### config.mk
export PLATFORM = sky130hd
export DESIGN_NAME = xorchain_dma
export DESIGN_NICKNAME = d
export VERILOG_FILES = /design/src/rtl/xc_pkg.sv /design/src/rtl/xc_srcpick.sv /design/src/rtl/xc_regs.sv /design/src/rtl/xc_engine.sv /design/src/rtl/xorchain_dma.sv
export SDC_FILE = /design/constraint.sdc
export NUM_CORES = 1
export LEC_CHECK = 0
export BUFFER_PORTS_ARGS = -buffer_cell sky130_fd_sc_hd__buf_2
export CAP_MARGIN = 20
export CORE_MARGIN = 10
export CORE_UTILIZATION = 54
export DETAILED_ROUTE_END_ITERATION = 16
export GPL_ROUTABILITY_DRIVEN = 0
export PLACE_DENSITY = 0.85
export SLEW_MARGIN = 20
export SYNTH_ARGS = -nofsm -noshare
export SYNTH_HDL_FRONTEND = slang
export SYNTH_SLANG_ARGS = --single-unit
### constraint.sdc
create_clock -name clk -period 3.4 [get_ports clk]
set_input_delay 0.17 -clock clk [delete_from_list [all_inputs] [get_ports clk]]
set_output_delay 0.17 -clock clk [all_outputs]
set_load 0.03 [all_outputs]
### src/rtl/xc_pkg.sv
package xc_pkg;
    typedef enum logic [2:0] {
        ST_IDLE,
        ST_FETCH,
        ST_SRC_RD,
        ST_DST_WR,
        ST_STAT_WR,
        ST_LINK
    } xc_state_e;

    // words in a descriptor ahead of the source address list
    localparam int DESC_HDR = 5;
    localparam logic [2:0] MODE_XOR = 3'b001;

    function automatic logic [31:0] bswap32(input logic [31:0] w);
        return {w[7:0], w[15:8], w[23:16], w[31:24]};
    endfunction
endpackage

### src/rtl/xc_srcpick.sv
module xc_srcpick #(
    parameter int NSRC = 8,
    localparam int IW = $clog2(NSRC + 1)
) (
    input  logic [NSRC-1:0] mask,
    input  logic [IW-1:0]   from,
    output logic            found,
    output logic [IW-1:0]   idx
);
    // lowest enabled source at or above 'from'
    always_comb begin
        found = 1'b0;
        idx   = '0;
        for (int i = NSRC - 1; i >= 0; i--) begin
            if (mask[i] && (IW'(i) >= from)) begin
                found = 1'b1;
                idx   = IW'(i);
            end
        end
    end
endmodule

### src/rtl/xc_regs.sv
module xc_regs #(
    parameter int AW = 16
) (
    input  logic          clk,
    input  logic          rst_n,
    input  logic          reg_wr,
    input  logic [1:0]    reg_addr,
    input  logic [31:0]   reg_wdata,
    output logic [31:0]   reg_rdata,
    input  logic          busy,
    input  logic [AW-1:0] cur_desc,
    output logic [2:0]    mode,
    output logic          swap,
    output logic [AW-1:0] head,
    output logic          start
);
    logic [3:0]  cfg_q;
    logic [31:0] head_q;

    always_ff @(posedge clk) begin
        if (!rst_n) begin
            cfg_q  <= '0;
            head_q <= '0;
        end else if (reg_wr && !busy) begin
            if (reg_addr == 2'd0) cfg_q  <= reg_wdata[3:0];
            if (reg_addr == 2'd2) head_q <= reg_wdata;
        end
    end

    assign start = reg_wr && !busy && (reg_addr == 2'd1) && reg_wdata[0];
    assign mode  = cfg_q[2:0];
    assign swap  = cfg_q[3];
    assign head  = head_q[AW-1:0];

    always_comb begin
        unique case (reg_addr)
            2'd0: reg_rdata = {28'b0, cfg_q};
            2'd1: reg_rdata = {26'b0, (busy ? 2'b01 : 2'b00), 4'b0};
            2'd2: reg_rdata = head_q;
            default: reg_rdata = {{(32-AW){1'b0}}, cur_desc};
        endcase
    end


    busy_wr_ignored_chk: assert property (@(posedge clk) disable iff (!rst_n)
        (busy && reg_wr) |=> (cfg_q == $past(cfg_q)) && (head_q == $past(head_q)));
endmodule

### src/rtl/xc_engine.sv
module xc_engine import xc_pkg::*; #(
    parameter int AW   = 16,
    parameter int NSRC = 8
) (
    input  logic          clk,
    input  logic          rst_n,
    input  logic          start,
    input  logic [AW-1:0] head,
    input  logic [2:0]    mode,
    input  logic          swap,
    output logic          busy,
    output logic [AW-1:0] cur_desc,
    output logic          eoc,
    output logic          mem_req,
    output logic          mem_we,
    output logic [AW-1:0] mem_addr,
    output logic [31:0]   mem_wdata,
    input  logic          mem_ack,
    input  logic [31:0]   mem_rdata
);
    localparam int NW = DESC_HDR + NSRC;
    localparam int FW = $clog2(NW);
    localparam int IW = $clog2(NSRC + 1);
    localparam int SW = (NSRC > 1) ? $clog2(NSRC) : 1;

    xc_state_e state, nstate;

    logic [FW-1:0]   fi;
    logic [AW-1:0]   cur, widx, d_nw, d_dst;
    logic [AW-1:0]   d_src [NSRC];
    logic [31:0]     d_stat, d_next, acc, wd;
    logic [NSRC-1:0] d_cmd, smask;
    logic [IW-1:0]   sidx, first_idx, after_idx;
    logic            first_found, after_found, eoc_q, last_fetch, last_word;

    assign wd         = swap ? bswap32(mem_rdata) : mem_rdata;
    assign smask      = (mode == MODE_XOR) ? d_cmd : NSRC'(1);
    assign last_fetch = (fi == FW'(NW - 1));
    assign last_word  = ((widx + 1'b1) == d_nw);

    xc_srcpick #(.NSRC(NSRC)) u_first (
        .mask(smask), .from('0), .found(first_found), .idx(first_idx));
    xc_srcpick #(.NSRC(NSRC)) u_after (
        .mask(smask), .from(sidx + 1'b1), .found(after_found), .idx(after_idx));

    // state register
    always_ff @(posedge clk) begin
        if (!rst_n) state <= ST_IDLE;
        else        state <= nstate;
    end

    // transitions
    always_comb begin
        nstate = state;
        unique case (state)
            ST_IDLE:   if (start) nstate = ST_FETCH;
            ST_FETCH:
                if (mem_ack) begin
                    if ((fi == '0) && !wd[31])  nstate = ST_IDLE;
                    else if (last_fetch) begin
                        if (d_nw == '0)         nstate = ST_STAT_WR;
                        else if (!first_found)  nstate = ST_DST_WR;
                        else                    nstate = ST_SRC_RD;
                    end
                end
            ST_SRC_RD: if (mem_ack) nstate = after_found ? ST_SRC_RD : ST_DST_WR;
            ST_DST_WR:
                if (mem_ack) begin
                    if (last_word)        nstate = ST_STAT_WR;
                    else if (first_found) nstate = ST_SRC_RD;
                    else                  nstate = ST_DST_WR;
                end
            ST_STAT_WR: if (mem_ack) nstate = ST_LINK;
            ST_LINK:    nstate = (d_next == '0) ? ST_IDLE : ST_FETCH;
            default:    nstate = ST_IDLE;
        endcase
    end

    // datapath registers
    always_ff @(posedge clk) begin
        if (!rst_n) begin
            fi <= '0; cur <= '0; widx <= '0; acc <= '0; sidx <= '0;
            d_stat <= '0; d_cmd <= '0; d_next <= '0; d_nw <= '0; d_dst <= '0;
            for (int k = 0; k < NSRC; k++) d_src[k] <= '0;
            eoc_q <= 1'b0;
        end else begin
            eoc_q <= 1'b0;
            unique case (state)
                ST_IDLE:
                    if (start) begin
                        cur <= head;
                        fi  <= '0;
                    end
                ST_FETCH:
                    if (mem_ack) begin
                        fi <= fi + 1'b1;
                        case (fi)
                            FW'(0): d_stat <= wd;
                            FW'(1): d_cmd  <= wd[NSRC-1:0];
                            FW'(2): d_next <= wd;
                            FW'(3): d_nw   <= wd[AW+1:2];
                            FW'(4): d_dst  <= wd[AW-1:0];
                            default: ;
                        endcase
                        for (int k = 0; k < NSRC; k++)
                            if (fi == FW'(DESC_HDR + k)) d_src[k] <= wd[AW-1:0];
                        if ((fi == '0) && !wd[31]) eoc_q <= 1'b1;
                        widx <= '0;
                        acc  <= '0;
                        sidx <= first_idx;
                    end
                ST_SRC_RD:
                    if (mem_ack) begin
                        acc  <= acc ^ mem_rdata;
                        sidx <= after_idx;
                    end
                ST_DST_WR:
                    if (mem_ack) begin
                        acc  <= '0;
                        widx <= widx + 1'b1;
                        sidx <= first_idx;
                    end
                ST_STAT_WR: ;
                ST_LINK: begin
                    fi <= '0;
                    if (d_next == '0) eoc_q <= 1'b1;
                    else              cur   <= d_next[AW-1:0];
                end
                default: ;
            endcase
        end
    end

    // outputs
    always_comb begin
        mem_req   = 1'b0;
        mem_we    = 1'b0;
        mem_addr  = '0;
        mem_wdata = '0;
        unique case (state)
            ST_FETCH:   begin mem_req = 1'b1; mem_addr = cur + AW'(fi); end
            ST_SRC_RD:  begin mem_req = 1'b1; mem_addr = d_src[sidx[SW-1:0]] + widx; end
            ST_DST_WR:  begin mem_req = 1'b1; mem_we = 1'b1; mem_addr = d_dst + widx; mem_wdata = acc; end
            ST_STAT_WR: begin
                mem_req   = 1'b1;
                mem_we    = 1'b1;
                mem_addr  = cur;
                mem_wdata = swap ? bswap32({1'b0, d_stat[30:0]}) : {1'b0, d_stat[30:0]};
            end
            default: ;
        endcase
    end

    assign busy     = (state != ST_IDLE);
    assign cur_desc = cur;
    assign eoc      = eoc_q;


    req_hold_chk: assert property (@(posedge clk) disable iff (!rst_n)
        (mem_req && !mem_ack) |=> mem_req && $stable(mem_addr) && $stable(mem_we) && $stable(mem_wdata));

    idle_quiet_chk: assert property (@(posedge clk) disable iff (!rst_n)
        !busy |-> !mem_req);

    eoc_idle_chk: assert property (@(posedge clk) disable iff (!rst_n)
        eoc |-> !busy && $past(busy));

    eoc_pulse_chk: assert property (@(posedge clk) disable iff (!rst_n)
        eoc |=> !eoc);

    stat_release_chk: assert property (@(posedge clk) disable iff (!rst_n)
        (mem_req && mem_we && (mem_addr == cur) && !swap && (state == ST_STAT_WR)) |-> !mem_wdata[31]);
endmodule

### src/rtl/xorchain_dma.sv
module xorchain_dma #(
    parameter int AW   = 16,
    parameter int NSRC = 8
) (
    input  logic          clk,
    input  logic          rst_n,
    input  logic          reg_wr,
    input  logic [1:0]    reg_addr,
    input  logic [31:0]   reg_wdata,
    output logic [31:0]   reg_rdata,
    output logic          mem_req,
    output logic          mem_we,
    output logic [AW-1:0] mem_addr,
    output logic [31:0]   mem_wdata,
    input  logic          mem_ack,
    input  logic [31:0]   mem_rdata,
    output logic          eoc
);
    logic          busy, swap, start;
    logic [2:0]    mode;
    logic [AW-1:0] head, cur_desc;

    xc_regs #(.AW(AW)) u_regs (
        .clk(clk), .rst_n(rst_n), .reg_wr(reg_wr), .reg_addr(reg_addr),
        .reg_wdata(reg_wdata), .reg_rdata(reg_rdata), .busy(busy),
        .cur_desc(cur_desc), .mode(mode), .swap(swap), .head(head), .start(start));

    xc_engine #(.AW(AW), .NSRC(NSRC)) u_eng (
        .clk(clk), .rst_n(rst_n), .start(start), .head(head), .mode(mode),
        .swap(swap), .busy(busy), .cur_desc(cur_desc), .eoc(eoc),
        .mem_req(mem_req), .mem_we(mem_we), .mem_addr(mem_addr),
        .mem_wdata(mem_wdata), .mem_ack(mem_ack), .mem_rdata(mem_rdata));
endmodule

## Word level (Yosys, flattened, before mapping)

Memory sizes are Yosys's and may differ from the RTL's. A register that Yosys moved wholly into a read port is not among the register bits.
Index checks and enable logic that the tools add are counted.

- Register bits: 215
- Bits in latches: 0
- Bits in writable memories: 128
- Bits in read-only memories: 0
- Input bits: 70
- Output and inout bits: 83
- Memories: 1

- $add $sub $neg: 6
- Multipliers: 0
- Divide/modulo/power cells: 0
- Magnitude comparators: 8
- Eq/ne operators: 29
- Shifts and indexed selects: 0
- Mux-type cells: 124
- Bitwise logic cells: 9
- Reductions and logical operators: 39

Memories:

| memory | words | width | rd ports | clocked after Yosys merged registers in | wr ports | line | source |
|---|---|---|---|---|---|---|---|
| u_eng.d_src | 8 | 16 | 1 | 1 | 8 | xc_engine.sv:30 | `logic [AW-1:0] d_src [NSRC];` |

Operators by type and width:

| cell | number |
|---|---|
| two-way mux 16 bit | 12 |
| two-way mux 32 bit | 4 |
| one-hot mux 32 bit (2 select lines) | 2 |
| one-hot mux 32 bit (3 select lines) | 1 |
| two-way mux 4 bit | 18 |
| two-way mux 1 bit | 66 |
| one-hot mux 16 bit (2 select lines) | 2 |
| one-hot mux 16 bit (4 select lines) | 1 |
| two-way mux 3 bit | 13 |
| adder 16 bit | 2 |
| logical NOT 32 bit | 1 |
| bitwise XOR 32 bit | 1 |
| AND reduction 3 bit | 9 |
| == test 4 bit (second input constant) | 5 |
| one-hot mux 3 bit (6 select lines) | 1 |
| adder 16 x 1 -> 16 bit (second input constant) | 1 |
| adder 16 x 4 -> 16 bit | 1 |
| == test 16 bit | 1 |
| == test 4 x 3 -> 1 bit (second input constant) | 4 |
| greater-or-equal comparator 3 x 4 -> 1 bit (first input constant) | 4 |
| logical NOT 16 bit | 1 |
| logical AND 1 bit | 12 |
| != test 2 bit (second input constant) | 6 |
| one-hot mux 4 bit (3 select lines) | 1 |
| other kinds (26) | 46 |

## Logic depth before layout (Yosys ltp)

Gate-level depths: netlist of the first run.

- Depth in word-level cells: 16
- Mapped depth: 16

## Hierarchy

Synthesis of the first run repeated with hierarchy kept, for this count alone.

- Cells, all modules: 1901
- Area total of the unflattened synthesis: 18129.9 µm²

By module, submodules not included:

| module | times used | cells an instance | area an instance (µm²) | sequential area each (µm²) |
|---|---|---|---|---|
| xc_engine | 1 | 1593 | 15607.5 | 7487.2 |
| xc_regs | 1 | 228 | 2026.9 | 720.7 |
| xc_srcpick | 2 | 40 | 247.7 | 0.0 |

## Worst setup path before layout of the first run

OpenSTA, ideal clock, no wires.

- Path kind: register -> output
- Start point: register with a tool-made name
- End point: output port mem_addr[14]
- Arrival time: 3.994 ns
- Data required time: 3.230 ns
- Path slack: -0.764 ns
- Cell stages (with the launch flop): 15
- Path buffers: 2
- Path through: dfxtp_1 > clkbuf_1 > buf_2 > mux4_2 > mux2i_1 > o21ai_0 > ha_1 > fa_1 > a211oi_1 > o21ai_0 > a21oi_1 > o2111ai_1 > a41oi_1 > xor2_1 > o21ai_0

RTL lines:

| element | line | source |
|---|---|---|
| to (decl) | xorchain_dma.sv:13 | `output logic [AW-1:0] mem_addr,` |

==> results of run 1 <==
-- critical path, stage by stage, from the launching register on --
cell and delay (ns):
sky130_fd_sc_hd__dfxtp_4 0.44, sky130_fd_sc_hd__buf_12 0.15, sky130_fd_sc_hd__mux4_2 0.54, sky130_fd_sc_hd__mux2i_4 0.18
sky130_fd_sc_hd__o21ai_1 0.16, sky130_fd_sc_hd__ha_1 0.36, sky130_fd_sc_hd__a211oi_2 0.27, sky130_fd_sc_hd__o21ai_1 0.12
sky130_fd_sc_hd__a21oi_2 0.17, sky130_fd_sc_hd__buf_4 0.15, sky130_fd_sc_hd__o2111ai_4 0.13, sky130_fd_sc_hd__a41oi_2 0.24
sky130_fd_sc_hd__xor2_1 0.20, sky130_fd_sc_hd__o21ai_2 0.08, sky130_fd_sc_hd__buf_6 0.14
-- cells by family after synthesis --
kind of cell	share of synthesized area
adder cells (fa/ha/maj)	0.0210
AO/OA/AOI/OAI	0.139
XOR/XNOR	0.0368
buffers and inverters	0.0429
AND/OR/NAND/NOR	0.190
flip-flops	0.471
multiplexers	0.0985
-- final cells by class --
| cell class | count | area, sq um |
|---|---|---|
| diodes | 1 | 2.50 |
| clock buffers | 54 | 1080 |
| clock inverters | 12 | 221 |
| fillers | 2138 | 10500 |
| inverters | 36 | 138 |
| multi-input cells | 1339 | 8720 |
| flip-flops and latches | 345 | 8200 |
| well taps | 402 | 503 |
| repair buffers | 315 | 2300 |
-- worst paths after layout --
| path | end | slack [ns] |
|---|---|---|
| setup / recovery | mem_addr[14] | -0.65 |
| hold / removal | u_eng.acc[4] | 0.006 |
| setup reg to reg | u_eng.d_src[5][13] | 0.44 |
| hold reg to reg | u_regs.head_q[30] | 0.45 |
-- routing by layer --
| metal | up-vias | wire [microns] | track usage |
|---|---|---|---|
| met2 | 1081 | 26700 | 0.448 |
| met1 | 7563 | 20100 | 0.318 |
| met3 | 293 | 6250 | 0.0666 |
| met4 | 2 | 3960 | 0.177 |
| met5 | - | 13 | 0 |
| li1 | 7049 | - | - |
-- layout by cell type, fill, tap and decap left out, types with 7 or more instances in the layout --
| cell type | synthesis | layout |
|---|---|---|
| sky130_fd_sc_hd__xnor2_1 | 24 | 22 |
| sky130_fd_sc_hd__a211oi_1 | 111 | 106 |
| sky130_fd_sc_hd__clkbuf_16 | 0 | 37 |
| sky130_fd_sc_hd__a21oi_1 | 67 | 64 |
| sky130_fd_sc_hd__mux2i_1 | 99 | 92 |
| sky130_fd_sc_hd__nand2b_1 | 19 | 19 |
| sky130_fd_sc_hd__o21ai_2 | 0 | 11 |
| sky130_fd_sc_hd__or3_1 | 8 | 7 |
| sky130_fd_sc_hd__inv_1 | 35 | 34 |
| sky130_fd_sc_hd__clkbuf_8 | 2 | 9 |
| sky130_fd_sc_hd__a22oi_1 | 14 | 14 |
| sky130_fd_sc_hd__nand2_1 | 224 | 224 |
| sky130_fd_sc_hd__ha_1 | 26 | 23 |
| sky130_fd_sc_hd__edfxtp_1 | 128 | 128 |
| sky130_fd_sc_hd__dlygate4sd3_1 | 0 | 52 |
| sky130_fd_sc_hd__and2_1 | 23 | 22 |
| sky130_fd_sc_hd__buf_12 | 0 | 8 |
| sky130_fd_sc_hd__nand4_1 | 9 | 9 |
| sky130_fd_sc_hd__clkbuf_1 | 78 | 8 |
| sky130_fd_sc_hd__nor3_1 | 20 | 18 |
| sky130_fd_sc_hd__buf_2 | 23 | 138 |
| sky130_fd_sc_hd__xor2_1 | 49 | 49 |
| sky130_fd_sc_hd__and3_1 | 8 | 8 |
| sky130_fd_sc_hd__nor4_1 | 16 | 16 |
| sky130_fd_sc_hd__buf_6 | 3 | 11 |
| sky130_fd_sc_hd__o21ai_0 | 92 | 68 |
| sky130_fd_sc_hd__dfxtp_1 | 217 | 215 |
| sky130_fd_sc_hd__nand3_1 | 46 | 44 |
| sky130_fd_sc_hd__mux4_2 | 32 | 32 |
| sky130_fd_sc_hd__nor2_1 | 320 | 318 |
| sky130_fd_sc_hd__o21ai_1 | 2 | 15 |
| sky130_fd_sc_hd__a311oi_1 | 19 | 19 |
| sky130_fd_sc_hd__a31oi_1 | 9 | 8 |
| sky130_fd_sc_hd__buf_4 | 12 | 105 |
-- report_power, final --
part           internal [W]  switching (W)
Clock               0.00260        0.00166
Combinational       0.00120        0.00205
Sequential          0.00460       0.000329
Total               0.00840        0.00404
-- flip-flops by register name (all words and copies together) (netlist names), named ones only --
name / count
u_eng.acc: 32
u_eng.d_src: 128
u_eng.cur_desc: 16
u_eng.d_next: 32
u_eng.d_stat: 31
u_eng.d_nw: 16
u_eng.state: 3
u_eng.d_cmd: 8
u_eng.fi: 4
u_eng.sidx: 3
u_regs.cfg_q: 4
u_regs.head_q: 32
u_eng.eoc: 1
u_eng.widx: 16
u_eng.d_dst: 16
-- stage by stage --
| step | util | instance area [sq um] | hold WS (ns) |
|---|---|---|---|
| floorplan | - | 17400 | 0.306 |
| global placement | 0.596 | 18900 | 0.415 |
| detailed placement | 0.596 | 18900 | 0.418 |
| CTS | 0.663 | 21000 | 0.00285 |
| global route | 0.669 | 21200 | 0.0276 |
| finish | 0.669 | 21200 | 0.00589 |
-- what timing repair did --
| item | 4_1_cts | 5_1_grt |
|---|---|---|
| hold buffers | 52 | 0 |
| endpoints found under the setup margin | 14 | 14 |
| cloned | 1 | 0 |
| buffers inserted | 10 | 12 |
| gates resized for setup | 71 | 23 |
| pin swaps | 30 | 24 |
| hold endpoints to repair | 56 | 0 |
==> run_summary.xml, run 1 <==
<?xml version="1.0" encoding="UTF-8"?>
<metrics>
  <group name="setup_path">
    <metric name="critical_path.reg2reg.startpoint" unit="">u_eng.state[1]</metric>
    <metric name="reg2regPathDepth" unit="">8</metric>
    <metric name="crit_path_kind" unit="">flop to primary output</metric>
    <metric name="cp_max_fo" unit="">7</metric>
    <metric name="timing.critical_path.from_type" unit="">flop</metric>
    <metric name="timing.critical_path.required" unit="ns">3.23</metric>
    <metric name="cp_data_arrival_time" unit="ns">3.88</metric>
    <metric name="setup.worst_path.end_class" unit="">primary output</metric>
  </group>
  <group name="synthesis">
    <metric name="yosysWarningCount" unit="">0</metric>
    <metric name="post_synth_main_area_contributors" unit="">sky130_fd_sc_hd__dfxtp_1, sky130_fd_sc_hd__edfxtp_1, sky130_fd_sc_hd__nor2_1</metric>
    <metric name="avgSynthCellArea" unit="sq um">9.39</metric>
    <metric name="mappedNetlistNets" unit="">1948</metric>
    <metric name="syn-instance-count" unit="">1850</metric>
    <metric name="ys_types" unit="">81</metric>
    <metric name="synthDominantCellAreaShare" unit="">0.250</metric>
    <metric name="synth.cell_area" unit="sq mm">0.0174</metric>
    <metric name="yosysTopAreaCell" unit="">sky130_fd_sc_hd__dfxtp_1</metric>
    <metric name="synth_flop_cell" unit="">sky130_fd_sc_hd__dfxtp_1</metric>
    <metric name="synth.yosys.seq_area_share" unit="">0.471</metric>
    <metric name="synth_enable_flop_cells" unit="">128</metric>
    <metric name="synthMostInstantiatedCell" unit="">sky130_fd_sc_hd__nor2_1</metric>
    <metric name="post_synth_most_frequent_cells" unit="">sky130_fd_sc_hd__nor2_1, sky130_fd_sc_hd__nand2_1, sky130_fd_sc_hd__dfxtp_1</metric>
    <metric name="proportion_of_synthesized_flip_flops_having_asynchronous_set_or_reset" unit="">0</metric>
    <metric name="synth-seq-cells" unit="">345</metric>
  </group>
  <group name="flow_run">
    <metric name="drv_cap" unit="">0</metric>
  </group>
  <group name="route">
    <metric name="vias" unit="">16000</metric>
    <metric name="detail_route.vias_per_cell" unit="">6.38</metric>
    <metric name="detail_route.first_pass.iterations" unit="">6</metric>
    <metric name="finalWirelength" unit="microns">57000</metric>
    <metric name="wire_per_inst" unit="microns">22.8</metric>
    <metric name="postRouteAntennaNets" unit="">0</metric>
    <metric name="remaining_drc_errors" unit="">0</metric>
    <metric name="first_iter_violations" unit="">2184</metric>
  </group>
  <group name="die">
    <metric name="fp.dieW" unit="microns">199</metric>
    <metric name="ioPinCount" unit="">153</metric>
    <metric name="floorplan.rows" unit="">65</metric>
    <metric name="initial_cell_density_of_the_core" unit="">0.549</metric>
    <metric name="vertical_die_dimension" unit="microns">199</metric>
    <metric name="die_area" unit="sq mm">0.0398</metric>
    <metric name="coreArea" unit="sq mm">0.0316</metric>
  </group>
  <group name="global_routing">
    <metric name="overflow" unit="">0</metric>
    <metric name="grt_util_all_layers" unit="">0.274</metric>
    <metric name="grt_start_max_net_pins" unit="">77</metric>
    <metric name="antenna_violations_before_repair" unit="">2</metric>
    <metric name="grt_first_pass_wirelength" unit="microns">86200</metric>
    <metric name="via_count_of_the_first_global_routing_pass" unit="">15700</metric>
  </group>
  <group name="timing">
    <metric name="rsz0062_at_grt" unit="">true</metric>
    <metric name="period_share" unit="">1.19</metric>
    <metric name="max_freq" unit="GHz">0.247</metric>
    <metric name="hold_viol" unit="">0</metric>
    <metric name="finalCriticalPeriod" unit="ns">4.05</metric>
    <metric name="drv_slew" unit="">0</metric>
    <metric name="final_ws_setup" unit="ns">-0.648</metric>
    <metric name="setup_total_negative_slack" unit="ns">-6.11</metric>
    <metric name="worst_slew_margin_relative_to_its_limit" unit="">0.440</metric>
    <metric name="setup_viol_count_final" unit="">14</metric>
    <metric name="transition_time_of_the_tightest_slew_check_pin" unit="ns">0.838</metric>
    <metric name="skew" unit="ns">0.0285</metric>
  </group>
  <group name="power">
    <metric name="power" unit="W">0.0124</metric>
    <metric name="cellPowerDensity" unit="mW/mm^2">588</metric>
    <metric name="max_vdd_drop" unit="mV">0.339</metric>
    <metric name="leak_pwr" unit="nW">7.92</metric>
  </group>
  <group name="finish">
    <metric name="finalNonFillerCells" unit="">2504</metric>
    <metric name="flow.area_growth_from_synthesis" unit="%">21.7</metric>
    <metric name="final_layout_size_suffix_gt1_frac" unit="">0.204</metric>
    <metric name="final_nets" unit="">2171</metric>
  </group>
  <group name="clocking">
    <metric name="clkLatencyLatePin" unit="ns">0.54</metric>
    <metric name="ctsLongestPathBuffers" unit="">3</metric>
    <metric name="cts_buffers" unit="">36</metric>
    <metric name="tritoncts" unit="">done</metric>
    <metric name="clock_slew_at_the_register_clock_pins_of_the_worst_setup_and_hold_paths" unit="ns">0.06</metric>
    <metric name="clk_root_buffer_cell" unit="">sky130_fd_sc_hd__clkbuf_16</metric>
    <metric name="cts_htree_levels" unit="">2</metric>
    <metric name="clock-sinks" unit="">345</metric>
  </group>
  <group name="placement">
    <metric name="place_worst_setup_slack" unit="ns">-0.246</metric>
    <metric name="port-buffer-count" unit="">152</metric>
    <metric name="detailedPlacementHpwl" unit="microns">36100</metric>
    <metric name="place_inst" unit="">2366</metric>
  </group>
  <group name="status">
    <metric name="failed_checks" unit="">setup timing</metric>
    <metric name="outcome" unit="">finished with violations</metric>
  </group>
  <group name="min_path">
    <metric name="hold_depth" unit="">4</metric>
    <metric name="holdCritStartpoint" unit="">mem_rdata[4]</metric>
    <metric name="min_path_type" unit="">primary input to flop</metric>
  </group>
</metrics>
Power figures use the tool's default switching activity.
==> run 2: changes to the inputs <==
- REMOVE_ABC_BUFFERS: default -> 1
==> run_summary.xml, run 2 (same netlist as run 1, synthesis figures left out) <==
<?xml version="1.0" encoding="UTF-8"?>
<metrics>
  <group name="setup_path">
    <metric name="timing.critical_path.from_type" unit="">flop</metric>
    <metric name="crit_path_kind" unit="">flop to primary output</metric>
    <metric name="setup.worst_path.end_class" unit="">primary output</metric>
    <metric name="cp_data_arrival_time" unit="ns">3.90</metric>
    <metric name="cp_num_buf_inv" unit="">4</metric>
    <metric name="timing.critical_path.required" unit="ns">3.23</metric>
    <metric name="crit_path_max_delay_cell_type" unit="">sky130_fd_sc_hd__mux4_2</metric>
    <metric name="critical_path.reg2reg.startpoint" unit="">u_eng.state[2]</metric>
    <metric name="crit_path_cell_trace" unit="">buf_12 -&gt; buf_8 -&gt; mux4_2 -&gt; mux2i_4 -&gt; o21ai_2 -&gt; ha_4 -&gt; nand3_2 -&gt; o211ai_1 -&gt; buf_4 -&gt; o21ai_2 -&gt; nand2b_1 -&gt; a21oi_2 -&gt; or3_1 -&gt; a31oi_1 -&gt; buf_4</metric>
    <metric name="cpLargestDelayFamily" unit="">multiplexers</metric>
    <metric name="cp_max_fo" unit="">7</metric>
    <metric name="timing.critical_path.slowest_cell_delay" unit="ns">0.55</metric>
  </group>
  <group name="clocking">
    <metric name="clkLatencyLatePin" unit="ns">0.53</metric>
    <metric name="clock_slew_at_the_register_clock_pins_of_the_worst_setup_and_hold_paths" unit="ns">0.06</metric>
    <metric name="ctsLongestPathBuffers" unit="">3</metric>
    <metric name="clk_root_buffer_cell" unit="">sky130_fd_sc_hd__clkbuf_16</metric>
    <metric name="cts_buffers" unit="">37</metric>
    <metric name="tritoncts" unit="">done</metric>
    <metric name="clock-sinks" unit="">345</metric>
    <metric name="cts_htree_levels" unit="">2</metric>
  </group>
  <group name="flow_run">
    <metric name="drv_cap" unit="">0</metric>
  </group>
  <group name="route">
    <metric name="detail_route.first_pass.iterations" unit="">8</metric>
    <metric name="vias" unit="">15800</metric>
    <metric name="postRouteAntennaNets" unit="">0</metric>
    <metric name="finalWirelength" unit="microns">56000</metric>
    <metric name="detail_route.vias_per_cell" unit="">6.30</metric>
    <metric name="wire_per_inst" unit="microns">22.3</metric>
    <metric name="first_iter_violations" unit="">1982</metric>
    <metric name="remaining_drc_errors" unit="">0</metric>
  </group>
  <group name="timing">
    <metric name="period_share" unit="">1.20</metric>
    <metric name="setup_viol_count_final" unit="">14</metric>
    <metric name="setup_total_negative_slack" unit="ns">-5.85</metric>
    <metric name="rsz0062_at_grt" unit="">true</metric>
    <metric name="skew" unit="ns">0.0186</metric>
    <metric name="final_ws_setup" unit="ns">-0.673</metric>
    <metric name="drv_slew" unit="">0</metric>
    <metric name="worst_case_hold_slack" unit="ns">-0.00409</metric>
    <metric name="worst_slew_margin_relative_to_its_limit" unit="">0.375</metric>
    <metric name="transition_time_of_the_tightest_slew_check_pin" unit="ns">0.937</metric>
    <metric name="finalCriticalPeriod" unit="ns">4.07</metric>
    <metric name="hold_viol" unit="">1</metric>
    <metric name="max_freq" unit="GHz">0.246</metric>
  </group>
  <group name="finish">
    <metric name="multi_input_area" unit="sq mm">0.00879</metric>
    <metric name="layout.cells.most_common" unit="">sky130_fd_sc_hd__nor2_1</metric>
    <metric name="final_layout_size_suffix_gt1_frac" unit="">0.206</metric>
    <metric name="final-seq-area" unit="sq mm">0.00820</metric>
    <metric name="final_cell_mix" unit="">sky130_fd_sc_hd__nor2_1, sky130_fd_sc_hd__nand2_1, sky130_fd_sc_hd__dfxtp_1</metric>
    <metric name="n_antenna_cell" unit="">0</metric>
    <metric name="final_nets" unit="">2180</metric>
    <metric name="fillCellCount" unit="">2169</metric>
    <metric name="largest_register_ff_count" unit="">128</metric>
    <metric name="largest_register" unit="">u_eng.d_src</metric>
    <metric name="flow.area_growth_from_synthesis" unit="%">21.8</metric>
  </group>
  <group name="global_routing">
    <metric name="overflow" unit="">0</metric>
    <metric name="grt_util_all_layers" unit="">0.266</metric>
    <metric name="antenna_violations_before_repair" unit="">1</metric>
    <metric name="grt_start_max_net_pins" unit="">80</metric>
    <metric name="via_count_of_the_first_global_routing_pass" unit="">15300</metric>
    <metric name="grt_first_pass_wirelength" unit="microns">84000</metric>
  </group>
  <group name="die">
    <metric name="die_area" unit="sq mm">0.0398</metric>
    <metric name="coreArea" unit="sq mm">0.0316</metric>
    <metric name="fp.dieW" unit="microns">199</metric>
    <metric name="initial_cell_density_of_the_core" unit="">0.549</metric>
    <metric name="floorplan.rows" unit="">65</metric>
    <metric name="vertical_die_dimension" unit="microns">199</metric>
    <metric name="ioPinCount" unit="">153</metric>
  </group>
  <group name="power">
    <metric name="max_vdd_drop" unit="mV">0.347</metric>
    <metric name="cellPowerDensity" unit="mW/mm^2">578</metric>
    <metric name="leak_pwr" unit="nW">7.91</metric>
  </group>
  <group name="min_path">
    <metric name="holdCritStartpoint" unit="">mem_rdata[9]</metric>
    <metric name="min_path_type" unit="">primary input to flop</metric>
  </group>
  <group name="status">
    <metric name="outcome" unit="">finished with violations</metric>
    <metric name="failed_checks" unit="">hold timing, setup timing</metric>
  </group>
  <group name="placement">
    <metric name="detailedPlacementHpwl" unit="microns">36100</metric>
    <metric name="port-buffer-count" unit="">152</metric>
    <metric name="place_worst_setup_slack" unit="ns">-0.404</metric>
  </group>
</metrics>
run 2: cell count changes in the layout (fill, tap and decap cells not counted), moves of 5 or more:
cell / delta
sky130_fd_sc_hd__clkinv_1: +5
sky130_fd_sc_hd__buf_6: -5
sky130_fd_sc_hd__clkbuf_8: -6
sky130_fd_sc_hd__buf_4: +7
sky130_fd_sc_hd__dlygate4sd3_1: +5
run 2: worst paths after layout:
| path | cells past startpoint | slack, ns | end |
|---|---|---|---|
| max | 15 | -0.67 | mem_addr[7] |
| min | 4 | -0.004 | u_eng.acc[9] |
| max reg2reg | 7 | 0.49 | u_eng.d_next[20] |
| min reg2reg | 2 | 0.45 | u_regs.head_q[30] |
run 2: final cells by class:
class	count	area share
Clock inverter	19	0.00804
Inverter	36	0.00650
Timing Repair Buffer	323	0.111
Sequential cell	345	0.387
Clock buffer	47	0.0489
Multi-Input combinational cell	1339	0.415
Tap cell	402	0.0238
run 2: layer usage:
layer | share of wire | global-route usage | wire length, microns | vias to the layer above
met4 | 0.062 | 0.150 | 3490 | 0
met1 | 0.36 | 0.316 | 20300 | 7553
li1 | - | - | - | 7055
met2 | 0.48 | 0.443 | 26800 | 969
met5 | 0 | 0 | 0 | -
met3 | 0.097 | 0.0533 | 5420 | 241
run 2: worst register-to-register path, stage by stage (launching register included):
cell and delay (ns):
sky130_fd_sc_hd__dfxtp_1 0.31, sky130_fd_sc_hd__buf_4 0.25, sky130_fd_sc_hd__or3b_1 0.40, sky130_fd_sc_hd__buf_4 0.19
sky130_fd_sc_hd__or3_1 0.55, sky130_fd_sc_hd__nor2_8 0.73, sky130_fd_sc_hd__nor2_1 0.14, sky130_fd_sc_hd__a211oi_1 0.25
run 2: what timing repair did:
action                                  CTS  global route
resized for setup                        56            54
endpoints found under the hold margin    60             0
setup buffers                             9            11
endpoints found under the setup margin   14            14
pin swaps                                28            33
hold buffers                             57             0
run 2: through the flow:
stage | utilization | std cells | hold WS [ns] | total power (W) | cell area (sq um)
CTS | 0.659 | 2502 | 0.00108 | 0.0120 | 20800
floorplan | - | 1720 | 0.284 | 0.00677 | 16800
global placement | 0.596 | 2373 | 0.411 | 0.00774 | 18900
finish | 0.669 | 2511 | -0.00409 | 0.0122 | 21200
detailed placement | 0.596 | 2373 | 0.417 | 0.00786 | 18900
global route | 0.669 | 2511 | 0.0392 | 0.0126 | 21200
run 2: power breakdown:
| group | switching [W] | internal, W |
|---|---|---|
| Combinational | 0.00204 | 0.00121 |
| Sequential | 0.000358 | 0.00460 |
| Clock | 0.00170 | 0.00233 |
| Total | 0.00410 | 0.00814 |
